<file path="config.mk">
export PLATFORM = sky130hd
export DESIGN_NAME = txp100_pcs_tx
export DESIGN_NICKNAME = d
export VERILOG_FILES = /design/src/rtl/txp_pkg.sv /design/src/rtl/txp_framer.sv /design/src/rtl/txp_serscr.sv /design/src/rtl/txp_mlt3.sv /design/src/rtl/txp100_pcs_tx.sv
export SDC_FILE = /design/constraint.sdc
export NUM_CORES = 1
export LEC_CHECK = 0
export CORE_MARGIN = 2
export CORE_UTILIZATION = 30
export CTS_BUF_LIST = sky130_fd_sc_hd__clkbuf_4
export DETAILED_ROUTE_END_ITERATION = 6
export GPL_TIMING_DRIVEN = 0
export PLACE_DENSITY = 0.57
export SYNTH_ARGS = -nofsm -noshare
export SYNTH_HDL_FRONTEND = slang
export SYNTH_SLANG_ARGS = --single-unit
</file>
<file path="constraint.sdc">
create_clock -name clk -period 2.4 [get_ports clk]
set_input_delay 0.24 -clock clk [delete_from_list [all_inputs] [get_ports clk]]
set_output_delay 0.24 -clock clk [all_outputs]
set_load 0.03 [all_outputs]
</file>
<file path="src/rtl/txp_pkg.sv">
package txp_pkg;

    localparam int CG_W  = 5;
    localparam int NIB_W = 4;

    typedef enum logic [1:0] {
        ST_IDLE = 2'd0,
        ST_K    = 2'd1,
        ST_DATA = 2'd2,
        ST_R    = 2'd3
    } frm_st_e;

    localparam logic [CG_W-1:0] CG_IDLE = 5'b11111;
    localparam logic [CG_W-1:0] CG_SSD1 = 5'b11000;
    localparam logic [CG_W-1:0] CG_SSD2 = 5'b10001;
    localparam logic [CG_W-1:0] CG_ESD1 = 5'b01101;
    localparam logic [CG_W-1:0] CG_ESD2 = 5'b00111;
    localparam logic [CG_W-1:0] CG_HALT = 5'b00100;

    function automatic logic [CG_W-1:0] nib_to_cg(input logic [NIB_W-1:0] n);
        logic [CG_W-1:0] c;
        case (n)
            4'h0: c = 5'b11110;
            4'h1: c = 5'b01001;
            4'h2: c = 5'b10100;
            4'h3: c = 5'b10101;
            4'h4: c = 5'b01010;
            4'h5: c = 5'b01011;
            4'h6: c = 5'b01110;
            4'h7: c = 5'b01111;
            4'h8: c = 5'b10010;
            4'h9: c = 5'b10011;
            4'hA: c = 5'b10110;
            4'hB: c = 5'b10111;
            4'hC: c = 5'b11010;
            4'hD: c = 5'b11011;
            4'hE: c = 5'b11100;
            default: c = 5'b11101;
        endcase
        return c;
    endfunction

endpackage

</file>
<file path="src/rtl/txp_framer.sv">
module txp_framer
    import txp_pkg::*;
(
    input  logic             clk,
    input  logic             rst_n,
    input  logic             stb_i,
    input  logic [NIB_W-1:0] txd_i,
    input  logic             tx_en_i,
    input  logic             tx_er_i,
    input  logic             bypass_i,
    output logic [CG_W-1:0]  cg_o
);

    typedef struct packed {
        frm_st_e st;
    } frm_s;

    frm_s frm_d, frm_q;

    always_comb begin
        frm_d = frm_q;
        cg_o  = CG_IDLE;
        if (bypass_i) begin
            cg_o     = {tx_er_i, txd_i};
            frm_d.st = ST_IDLE;
        end else begin
            case (frm_q.st)
                ST_IDLE: begin
                    if (tx_en_i) begin
                        cg_o     = CG_SSD1;
                        frm_d.st = ST_K;
                    end
                end
                ST_K: begin
                    cg_o     = CG_SSD2;
                    frm_d.st = ST_DATA;
                end
                ST_DATA: begin
                    if (tx_en_i) begin
                        cg_o = tx_er_i ? CG_HALT : nib_to_cg(txd_i);
                    end else begin
                        cg_o     = CG_ESD1;
                        frm_d.st = ST_R;
                    end
                end
                default: begin
                    cg_o     = CG_ESD2;
                    frm_d.st = ST_IDLE;
                end
            endcase
        end
        if (!stb_i) begin
            frm_d = frm_q;
        end
    end

    always_ff @(posedge clk) begin
        if (!rst_n) begin
            frm_q <= '{st: ST_IDLE};
        end else begin
            frm_q <= frm_d;
        end
    end

    // a frame start always goes through the second delimiter state
    p_start_to_k_r3: assert property (@(posedge clk) disable iff (!rst_n)
        (stb_i && !bypass_i && frm_q.st == ST_IDLE && tx_en_i) |=> (frm_q.st == ST_K));

    // the second end delimiter is followed by idle
    p_end_to_idle_r6: assert property (@(posedge clk) disable iff (!rst_n)
        (stb_i && frm_q.st == ST_R) |=> (frm_q.st == ST_IDLE));

    // bypass keeps the framing at rest
    p_bypass_rest_r9: assert property (@(posedge clk) disable iff (!rst_n)
        (stb_i && bypass_i) |=> (frm_q.st == ST_IDLE));

endmodule

</file>
<file path="src/rtl/txp_serscr.sv">
module txp_serscr
    import txp_pkg::*;
#(
    parameter int               LFSR_W = 11,
    parameter int               TAP_POS = 8,
    parameter logic [LFSR_W-1:0] SEED  = '1
) (
    input  logic            clk,
    input  logic            rst_n,
    input  logic            stb_i,
    input  logic [CG_W-1:0] cg_i,
    input  logic            raw_i,
    output logic            bit_o
);

    typedef struct packed {
        logic [CG_W-1:0]   sh;
        logic              raw;
        logic [LFSR_W-1:0] lfsr;
    } ser_s;

    ser_s ser_d, ser_q;
    logic key;

    always_comb begin
        ser_d     = ser_q;
        key       = ser_q.lfsr[LFSR_W-1] ^ ser_q.lfsr[TAP_POS];
        bit_o     = ser_q.sh[CG_W-1] ^ (key & ~ser_q.raw);
        ser_d.lfsr = {ser_q.lfsr[LFSR_W-2:0], key};
        if (stb_i) begin
            ser_d.sh  = cg_i;
            ser_d.raw = raw_i;
        end else begin
            ser_d.sh  = {ser_q.sh[CG_W-2:0], 1'b0};
        end
    end

    always_ff @(posedge clk) begin
        if (!rst_n) begin
            ser_q <= '{sh: '0, raw: 1'b0, lfsr: SEED};
        end else begin
            ser_q <= ser_d;
        end
    end

    // the scrambler sequence never collapses to the all-zero lock-up state
    p_lfsr_live_r7: assert property (@(posedge clk) disable iff (!rst_n)
        ser_q.lfsr != '0);

endmodule

</file>
<file path="src/rtl/txp_mlt3.sv">
module txp_mlt3 (
    input  logic       clk,
    input  logic       rst_n,
    input  logic       bit_i,
    output logic [1:0] line_sym_o
);

    typedef struct packed {
        logic       nrzi;
        logic [1:0] phase;
    } mlt_s;

    mlt_s mlt_d, mlt_q;

    always_comb begin
        mlt_d      = mlt_q;
        mlt_d.nrzi = mlt_q.nrzi ^ bit_i;
        if (mlt_d.nrzi != mlt_q.nrzi) begin
            mlt_d.phase = mlt_q.phase + 2'd1;
        end
    end

    always_comb begin
        case (mlt_q.phase)
            2'd1:    line_sym_o = 2'b01;
            2'd3:    line_sym_o = 2'b11;
            default: line_sym_o = 2'b00;
        endcase
    end

    always_ff @(posedge clk) begin
        if (!rst_n) begin
            mlt_q <= '{nrzi: 1'b0, phase: 2'd0};
        end else begin
            mlt_q <= mlt_d;
        end
    end

    // the unused symbol code never appears
    p_no_bad_sym_r8: assert property (@(posedge clk) disable iff (!rst_n)
        line_sym_o != 2'b10);

    // a zero bit holds the line level
    p_zero_holds_r8: assert property (@(posedge clk) disable iff (!rst_n)
        !bit_i |=> $stable(line_sym_o));

    // a one bit always moves the line level
    p_one_moves_r8: assert property (@(posedge clk) disable iff (!rst_n)
        bit_i |=> !$stable(line_sym_o));

endmodule

</file>
<file path="src/rtl/txp100_pcs_tx.sv">
module txp100_pcs_tx
    import txp_pkg::*;
#(
    parameter int                LFSR_W  = 11,
    parameter int                TAP_POS = 8,
    parameter logic [LFSR_W-1:0] SEED    = 11'h7FF
) (
    input  logic       clk,
    input  logic       rst_n,
    input  logic       nib_stb,
    input  logic [3:0] txd,
    input  logic       tx_en,
    input  logic       tx_er,
    input  logic       bypass_en,
    input  logic       autoneg_en,
    output logic [1:0] line_sym,
    output logic       cfg_err
);

    typedef struct packed {
        logic err;
    } top_s;

    top_s top_d, top_q;
    logic [CG_W-1:0] cg;
    logic            ser_bit;

    txp_framer u_framer (
        .clk      (clk),
        .rst_n    (rst_n),
        .stb_i    (nib_stb),
        .txd_i    (txd),
        .tx_en_i  (tx_en),
        .tx_er_i  (tx_er),
        .bypass_i (bypass_en),
        .cg_o     (cg)
    );

    txp_serscr #(
        .LFSR_W  (LFSR_W),
        .TAP_POS (TAP_POS),
        .SEED    (SEED)
    ) u_serscr (
        .clk   (clk),
        .rst_n (rst_n),
        .stb_i (nib_stb),
        .cg_i  (cg),
        .raw_i (bypass_en),
        .bit_o (ser_bit)
    );

    txp_mlt3 u_mlt3 (
        .clk        (clk),
        .rst_n      (rst_n),
        .bit_i      (ser_bit),
        .line_sym_o (line_sym)
    );

    always_comb begin
        top_d     = top_q;
        top_d.err = bypass_en & autoneg_en;
    end

    always_ff @(posedge clk) begin
        if (!rst_n) begin
            top_q <= '{err: 1'b0};
        end else begin
            top_q <= top_d;
        end
    end

    assign cfg_err = top_q.err;

    // the flag follows both controls one edge later
    p_cfg_follow_r10: assert property (@(posedge clk) disable iff (!rst_n)
        $past(rst_n) |-> (cfg_err == $past(bypass_en && autoneg_en)));

endmodule

</file>
### After elaboration in Yosys (flattened, before gate mapping)

Memory sizes are Yosys's and may differ from the RTL's.
Cells that the tools add are included.

| cells by class | value |
|---|---|
| add/subtract/negate cells | 1 |
| equal/unequal tests | 7 |
| multiplexer cells | 11 |
| bitwise logic cells | 6 |
| reductions and logical operators | 3 |

Operators with widths:

| cell | count |
|---|---|
| $mux 5 | 4 |
| $pmux 5 s3 | 1 |
| $mux 2 | 3 |
| $ne 3x3->1 const B | 2 |
| $pmux 2 s3 | 1 |
| $eq 2x1->1 const B | 2 |
| $eq 2x2->1 const B | 2 |
| $pmux 2 s2 | 1 |
| $mux 3 | 1 |
| $reduce_and 3->1 | 1 |
| $xor 1x1->1 | 3 |
| $add 2x1->2 const B | 1 |
| $and 1x1->1 | 2 |
| $logic_not 2->1 | 1 |
| $reduce_and 2->1 | 1 |
| $ne 1x1->1 | 1 |
| $not 1->1 | 1 |

| word-level totals | value |
|---|---|
| flip-flop bits (word level) | 23 |
| memory bits (read-only) | 80 |
| input port bits | 11 |
| output and inout port bits | 3 |
| logic and storage cells | 37 |
| memories | 1 |

Memories:

| name | words | width | rd ports | clocked after memory_dff | wr ports | line | text |
|---|---|---|---|---|---|---|---|
| (name not given) | 16 | 5 | 1 | 0 | 0 | txp_pkg.sv:22 | `case (n)` |

### Logic depth before layout (Yosys ltp)

Gate-level depths: netlist of run 1.
An unclocked memory read counts as a cell.

| logic depth | value |
|---|---|
| depth in word-level cells | 6 |
| depth in mapped cells | 6 |
| depth with buffers taken out | 6 |

### Modules after synthesis

From an unflattened synthesis of run 1, not the netlist that was laid out.

| unflattened totals | value |
|---|---|
| cell total of the unflattened synthesis | 107 |
| area total of the unflattened synthesis | 1,029.7 sq um |

Modules (own cells, without submodules):

| module | times used | cells an instance | area an instance (sq um) | seq. area each (sq um) |
|---|---|---|---|---|
| txp_serscr | 1 | 44 | 534.3 | 340.3 |
| txp_framer | 1 | 51 | 365.4 | 40.0 |
| txp_mlt3 | 1 | 10 | 103.8 | 40.0 |
| txp100_pcs_tx | 1 | 2 | 26.3 | 20.0 |

### Worst setup path after synthesis of run 1

No wires, ideal clock.

| path | value |
|---|---|
| kind | register to register |
| from | reg u_framer.frm_q[0] (netlist bit) |
| to | reg u_framer.frm_q[0] (netlist bit) |
| data arrival time | 1.331 ns |
| required time | 2.284 ns |
| path slack | 0.953 ns |
| stages on the path, launching flop included | 7 |
| buffers on the path | 0 |
| period minus slack after synthesis | 1.447 ns |
| cell sequence | dfxtp_1 > inv_1 > ha_1 > nor2b_2 > a211oi_2 > mux2i_1 > a31o_1 |

| on the way | value |
|---|---|
| longest elaborated chain between the ends | 3 |

RTL lines:

| element | line | text |
|---|---|---|
| start, declared | txp_framer.sv:18 | `frm_s frm_d, frm_q;` |
| start signal, assigned | txp_framer.sv:59 | `frm_q <= '{st: ST_IDLE};` |
| start signal, assigned | txp_framer.sv:61 | `frm_q <= frm_d;` |
| $eq 2x2->1 (tied with other cells) | txp_framer.sv:27 | `case (frm_q.st)` |
| $ne 3x3->1 (no source line) / $pmux 2 s3 (equally long branches) | -- |  |
| $reduce_and 3->1 (no source line) / $mux 2 (equally long branches) | -- |  |

Several ways; a longest one is shown, not always the timed one.
A chain may end at the register's enable or synchronous reset.

### Worst setup path in the final report of run 1

| path | value |
|---|---|
| from | reg u_mlt3.mlt_q[0] (netlist bit) |
| to | out line_sym[0] |

| on the way | value |
|---|---|
| longest elaborated chain between the ends | 2 |

RTL lines:

| element | line | text |
|---|---|---|
| start, declared | txp_mlt3.sv:13 | `mlt_s mlt_d, mlt_q;` |
| start signal, assigned | txp_mlt3.sv:33 | `mlt_q <= '{nrzi: 1'b0, phase: 2'd0};` |
| start signal, assigned | txp_mlt3.sv:35 | `mlt_q <= mlt_d;` |
| $eq 2x2->1 / $eq 2x1->1 (equally long branches) | txp_mlt3.sv:24 | `case (mlt_q.phase)` |
| $pmux 2 s2 (*) | txp_mlt3.sv:24 |  |
| end, declared | txp100_pcs_tx.sv:16 | `output logic [1:0] line_sym,` |

Every way passes the cells marked *; elsewhere a longest branch is shown, timed or not.

==> summary.txt, run 1 <==
Status - completed
Skew-Pair Late Insertion Delay - 0.30 ns
Setup TNS - 0 ns
Share of power burned in the clock network - 0.360
Std-Cell Rows - 20
Worst setup SP type - register
Critical Path RT - 2.16 ns
Worst-Margin Slew - 0.414 ns
Layout area overhead - 22.9%
Wire length per cell - 11.4 um
FMAX - 504 MHz
Via count - 773
Starting density of the core - 0.321
Max clock buf depth - 2
Initial DRC count - 22
PortBufs - 12
Total die area - 3800 um2
Power share of the combinational group - 0.134
Sw frac - 0.222
Layout cells sized above 1 - 0.0909
Worst R2R Path Depth - 6
Synth warnings - 0
Syn Nets - 122
Clock root cell - clkbuf_4
Post-CTS Hold Buffers - 0
Post-CTS Resized - 0
Wire length on met1 - 912 um
Nets@finish - 139
CP Capture Type - output pin
CP arrival - 1.74 ns
Hold depth - 2
Syn_area_per_cell - 9.49 um2
Placed instance count - 161
Post-CTS Setup Inserts - 0
MaxCap Viol Count - 0
Die H - 61.6 um
Total global routing overflow - 0
DR top layer - met4
Register share of total power - 0.506
Initial antenna violation count - 0
Fin cells - 165
Crit Path Max Fanout - 4
Setup Viol. Count Final - 0
Power Density - 631 nW/um2
Post-synthesis sequential area ratio - 0.442
Core ar. - 3100 um2
Yosys cell types - 40
Net Switching - 0.171 mW
Detail Route Antenna Nets - 0
Mapped Cells - 105
Unrepaired setup endpoints after global routing - no
CTS buffer count - 3
Clk_skew - 0.00272 ns
Remaining DRCs - 0
CTS tree - built
Clk pin slew, worst setup/hold paths - 0.12 ns
Global placer's final weighted congestion - 0.855
Synth Register Bits - 22
Relative slew margins - 0.717
Detail Placement HPWL - 1.35 mm
Die Wd - 61.6 um
Fin crit period - 1.98 ns
Sink Count - 22
P_int - 0.601 mW
# IOs - 14
Hold Crit Class - input port to register
Met2 WL - 865 um
Peak VDD IR - 0.214 mV
Final wirelength - 1.88 mm
Pleak - 0.475 nW
1st-pass router iterations - 4
Inserted Diodes - 0
H-tree levels - 1
Largest net degree at the start of global routing - 14
GRT Overall Usage - 0.113
Mapped cell area - 996 um2
Final period util - 0.826
Count of final hold-check violations - 0
First-pass GRT wire length - 3.26 mm
Via/cell ratio - 4.68
Slew Limit Fails - 0
CP Class - register to output pin
WL met3 - 86 um
Vias in the first global route - 763
-- power groups by stage --
stage / Sequential (mW) / Combinational (mW) / Clock [mW]
after CTS: 0.391 / 0.104 / 0.288
after global routing: 0.393 / 0.116 / 0.304
final: 0.391 / 0.104 / 0.278
after floorplan: 0.398 / 0.0620 / 0
after detailed placement: 0.398 / 0.104 / 0
after global placement: 0.398 / 0.102 / 0
-- critical path: stages, from the launching register on --
cell	delay, ns
dfxtp_1	0.36
ha_1	0.21
or2_2	0.28
clkdlybuf4s50_1	0.59
-- cell families (layout without fill, tap and decap cells) --
group           Yosys count  count (layout)  share of synthesized area
simple gates             38              38                      0.227
flops                    22              22                      0.442
compound gates           27              27                      0.191
fa+ha+maj                 6               6                     0.0754
mux                       1               1                     0.0101
buf+inv                  10              26                     0.0452
xor+xnor                  1               1                    0.00880
-- layout make-up --
type,instances,area (um2)
repair buffers,12,120
flip-flops and latches,22,440
plain buffers,2,15.0
clock inverters,1,30.0
clock buffers,3,22.5
fillers,329,1880
well taps,44,55.1
inverters,8,30.0
multi-input cells,73,510
-- worst paths after layout --
check                         start                  to  slack, ns
setup reg to reg  u_framer.frm_q[0]   u_framer.frm_q[0]       0.78
hold / removal            bypass_en  u_serscr.ser_q[12]       0.15
setup / recovery    u_mlt3.mlt_q[0]         line_sym[0]       0.42
hold reg to reg   u_serscr.ser_d[5]   u_serscr.ser_d[6]       0.43
-- registers in the layout (all words and copies together) (netlist names) --
signal          count
u_serscr.ser_d     10
u_serscr.ser_q      7
u_framer.frm_q      2
u_mlt3.mlt_q        2
cfg_err             1
-- cells in the mapped netlist --
| library cell | count | area [um2] |
|---|---|---|
| a311oi_1 | 1 | 8.76 |
| a211oi_2 | 1 | 12.5 |
| nand3b_1 | 2 | 15.0 |
| a211oi_1 | 1 | 7.51 |
| o21a_1 | 2 | 15.0 |
| dfxtp_1 | 22 | 440 |
| clkbuf_1 | 1 | 3.75 |
| and3_1 | 2 | 12.5 |
| a2111oi_0 | 1 | 8.76 |
| inv_1 | 6 | 22.5 |
| ha_1 | 6 | 75.1 |
| mux2i_1 | 1 | 10.0 |
| or2b_1 | 2 | 15.0 |
| o311a_1 | 1 | 10.0 |
| nor3_1 | 2 | 10.0 |
| o2bb2ai_1 | 2 | 17.5 |
| buf_6 | 1 | 11.3 |
| inv_2 | 2 | 7.51 |
| o21ai_1 | 5 | 25.0 |
| nor2b_1 | 3 | 18.8 |
| or2_2 | 1 | 6.26 |
| a22o_1 | 1 | 8.76 |
| nand2_1 | 7 | 26.3 |
| nor3_2 | 1 | 10.0 |
| a31o_1 | 1 | 8.76 |
| nor4_1 | 1 | 6.26 |
| nor3b_1 | 1 | 7.51 |
| xnor2_1 | 1 | 8.76 |
| nor2b_2 | 1 | 8.76 |
| a21oi_1 | 5 | 25.0 |
| nor2_1 | 1 | 3.75 |
| nand2b_1 | 9 | 56.3 |
| nand3_1 | 1 | 5.00 |
| o21ai_0 | 2 | 10.0 |
| or3_1 | 2 | 12.5 |
| o22ai_1 | 1 | 6.26 |
| or2_1 | 2 | 12.5 |
| o311ai_1 | 1 | 8.76 |
| o21ba_1 | 1 | 10.0 |
| o31ai_1 | 1 | 7.51 |
-- layout by cell type (no fill, tap or decap), types with 2 or more instances in the layout --
| cell | Yosys | layout |
|---|---|---|
| dfxtp_1 | 22 | 22 |
| clkdlybuf4s50_1 | 0 | 12 |
| nand2b_1 | 9 | 9 |
| nand2_1 | 7 | 7 |
| inv_1 | 6 | 6 |
| ha_1 | 6 | 6 |
| o21ai_1 | 5 | 5 |
| a21oi_1 | 5 | 5 |
| nor2b_1 | 3 | 3 |
| clkbuf_4 | 0 | 3 |
| inv_2 | 2 | 2 |
| o21a_1 | 2 | 2 |
| nor3_1 | 2 | 2 |
| or2_1 | 2 | 2 |
| o21ai_0 | 2 | 2 |
| o2bb2ai_1 | 2 | 2 |
| or3_1 | 2 | 2 |
| and3_1 | 2 | 2 |
| or2b_1 | 2 | 2 |
| nand3b_1 | 2 | 2 |
-- stage by stage --
| stage | power [mW] | util | hold WS [ns] | cell area, um2 | setup slack (ns) |
|---|---|---|---|---|---|
| final | 0.772 | 0.394 | 0.150 | 1220 | 0.417 |
| after global routing | 0.812 | 0.394 | 0.139 | 1220 | 0.349 |
| after CTS | 0.783 | 0.394 | 0.137 | 1220 | 0.395 |
| after detailed placement | 0.502 | 0.377 | 0.393 | 1170 | 0.707 |
| after global placement | 0.500 | 0.377 | 0.389 | 1170 | 0.743 |
| after floorplan | 0.460 | - | 0.313 | 996 | 0.953 |
-- layer usage --
metal	up-vias	GRT usage
met5	-	0
met3	2	0.0210
met4	0	0.0486
met2	16	0.194
met1	357	0.139
li1	398	-
Note: power is estimated with default switching activity, not from simulation.
==> run 2: changes to the inputs <==
==> constraint.sdc (replaced) <==
create_clock -name clk -period 1.91 [get_ports clk]
set_input_delay 0.191 -clock clk [delete_from_list [all_inputs] [get_ports clk]]
set_output_delay 0.191 -clock clk [all_outputs]
set_load 0.03 [all_outputs]
==> summary.txt, run 2 (synthesized netlist as in run 1, its figures left out) <==
Status - completed
Total global routing overflow - 0
Fin crit period - 1.74 ns
Unrepaired setup endpoints after global routing - no
GRT Overall Usage - 0.113
Clock root cell - clkbuf_4
Filler cell count - 330
Final period util - 0.909
Inserted Diodes - 0
Reg2Reg Setup Slack - 0.29 ns
H-tree levels - 1
Total die area - 3800 um2
Worst-Margin Slew - 0.414 ns
Final wirelength - 1.88 mm
CP arrival - 1.54 ns
Initial antenna violation count - 0
Pre-CTS setup slack - 0.266 ns
Remaining DRCs - 0
Die Wd - 61.6 um
Critical Path RT - 1.72 ns
Share of power burned in the clock network - 0.361
Post-CTS Setup Inserts - 0
Starting density of the core - 0.321
Register share of total power - 0.507
Via count - 773
1st-pass router iterations - 4
CP Capture Type - output pin
RR Endpoint - u_framer.frm_q[0]
Layout cells sized above 1 - 0.0909
Crit path launch - u_mlt3.mlt_q[0]
Slew Limit Fails - 0
Clk pin slew, worst setup/hold paths - 0.12 ns
Relative slew margins - 0.717
Via/cell ratio - 4.68
Std-Cell Rows - 20
Detail Placement HPWL - 1.35 mm
CTS buffer count - 3
First-pass GRT wire length - 3.26 mm
Util after Layout - 0.394
Skew-Pair Late Insertion Delay - 0.30 ns
Total power draw - 0.968 mW
Sink Count - 22
Count of final hold-check violations - 0
MaxCap Viol Count - 0
Layout area overhead - 22.7%
Pleak - 0.479 nW
Hold Crit Class - input port to register
Post-CTS Hold Buffers - 0
Worst R2R Path Depth - 6
Commonest non-fill, non-tap cell in the layout - dfxtp_1
Sw frac - 0.222
Vias in the first global route - 763
Post-CTS Resized - 1
Worst setup SP type - register
Most frequent cells in the layout - 22 x dfxtp_1, 11 x clkdlybuf4s50_1, 9 x nand2b_1, 7 x nand2_1
Setup Viol. Count Final - 0
Clk_skew - 0.00272 ns
Nets@finish - 139
PortBufs - 12
# IOs - 14
Power Density - 792 nW/um2
Initial DRC count - 22
Wire length per cell - 11.4 um
CP endpoint - line_sym[1]
Fin worst setup slack - 0.175 ns
Peak VDD IR - 0.268 mV
FMAX - 576 MHz
Crit Path Max Fanout - 4
Power share of the combinational group - 0.132
CTS tree - built
Core ar. - 3100 um2
Max reg flops - 10
Worst r2r src - u_framer.frm_q[0]
Net Switching - 0.215 mW
Global placer's final weighted congestion - 0.855
Die H - 61.6 um
Detail Route Antenna Nets - 0
Max clock buf depth - 2
Largest net degree at the start of global routing - 14
Setup TNS - 0 ns
P_int - 0.753 mW
CP Class - register to output pin
run 2: changes by cell type in the layout (fill, tap and decap cells not counted), sizes merged:
cell / previous run / this run
dlygate4sd2: 0 / 1
clkdlybuf4s50: 12 / 11
run 2: power groups by stage:
stage / Sequential (mW) / Clock (mW) / Combinational, mW
floorplan: 0.500 / 0 / 0.0779
global placement: 0.500 / 0 / 0.128
detailed placement: 0.501 / 0 / 0.130
CTS: 0.491 / 0.361 / 0.129
global route: 0.494 / 0.381 / 0.144
finish: 0.491 / 0.349 / 0.128
run 2: layout make-up:
cell class | instances | area (um2) | area share
multi-input cells | 73 | 510 | 0.418
repair buffers | 12 | 119 | 0.0972
clock buffers | 3 | 22.5 | 0.0184
flip-flops and latches | 22 | 440 | 0.360
well taps | 44 | 55.1 | 0.0450
inverters | 8 | 30.0 | 0.0246
clock inverters | 1 | 30.0 | 0.0246
plain buffers | 2 | 15.0 | 0.0123
run 2: worst min-delay path by stage:
stage / end / cells after the start / from / slack, ns
finish: u_serscr.ser_q[12] / 2 / bypass_en / 0.10
global route: u_serscr.ser_q[12] / 2 / bypass_en / 0.09
CTS: u_serscr.ser_q[12] / 2 / bypass_en / 0.09
floorplan: u_serscr.ser_d[3] / 1 / rst_n / 0.26
detailed placement: u_serscr.ser_d[4] / 1 / u_serscr.ser_d[3] / 0.39
global placement: u_serscr.ser_d[6] / 1 / u_serscr.ser_d[5] / 0.39
run 2: stage by stage:
| step | hold WS [ns] | area (um2) | instances |
|---|---|---|---|
| 2_1_floorplan | 0.264 | 996 | 105 |
| 3_3_place_gp | 0.389 | 1170 | 161 |
| 3_5_place_dp | 0.393 | 1170 | 161 |
| 4_1_cts | 0.0879 | 1220 | 165 |
| 5_1_grt | 0.0898 | 1220 | 165 |
| 6_report | 0.101 | 1220 | 165 |
run 2: per-layer routing:
metal | wire length (um) | global-route usage
met1 | 912 | 0.139
met2 | 865 | 0.194
met3 | 87 | 0.0210
met4 | 11 | 0.0486
met5 | 0 | 0
run 2: critical path: stages, from the launching register on:
cell and delay (ns):
dfxtp_1 0.40, ha_1 0.18, clkdlybuf4s50_1 0.67
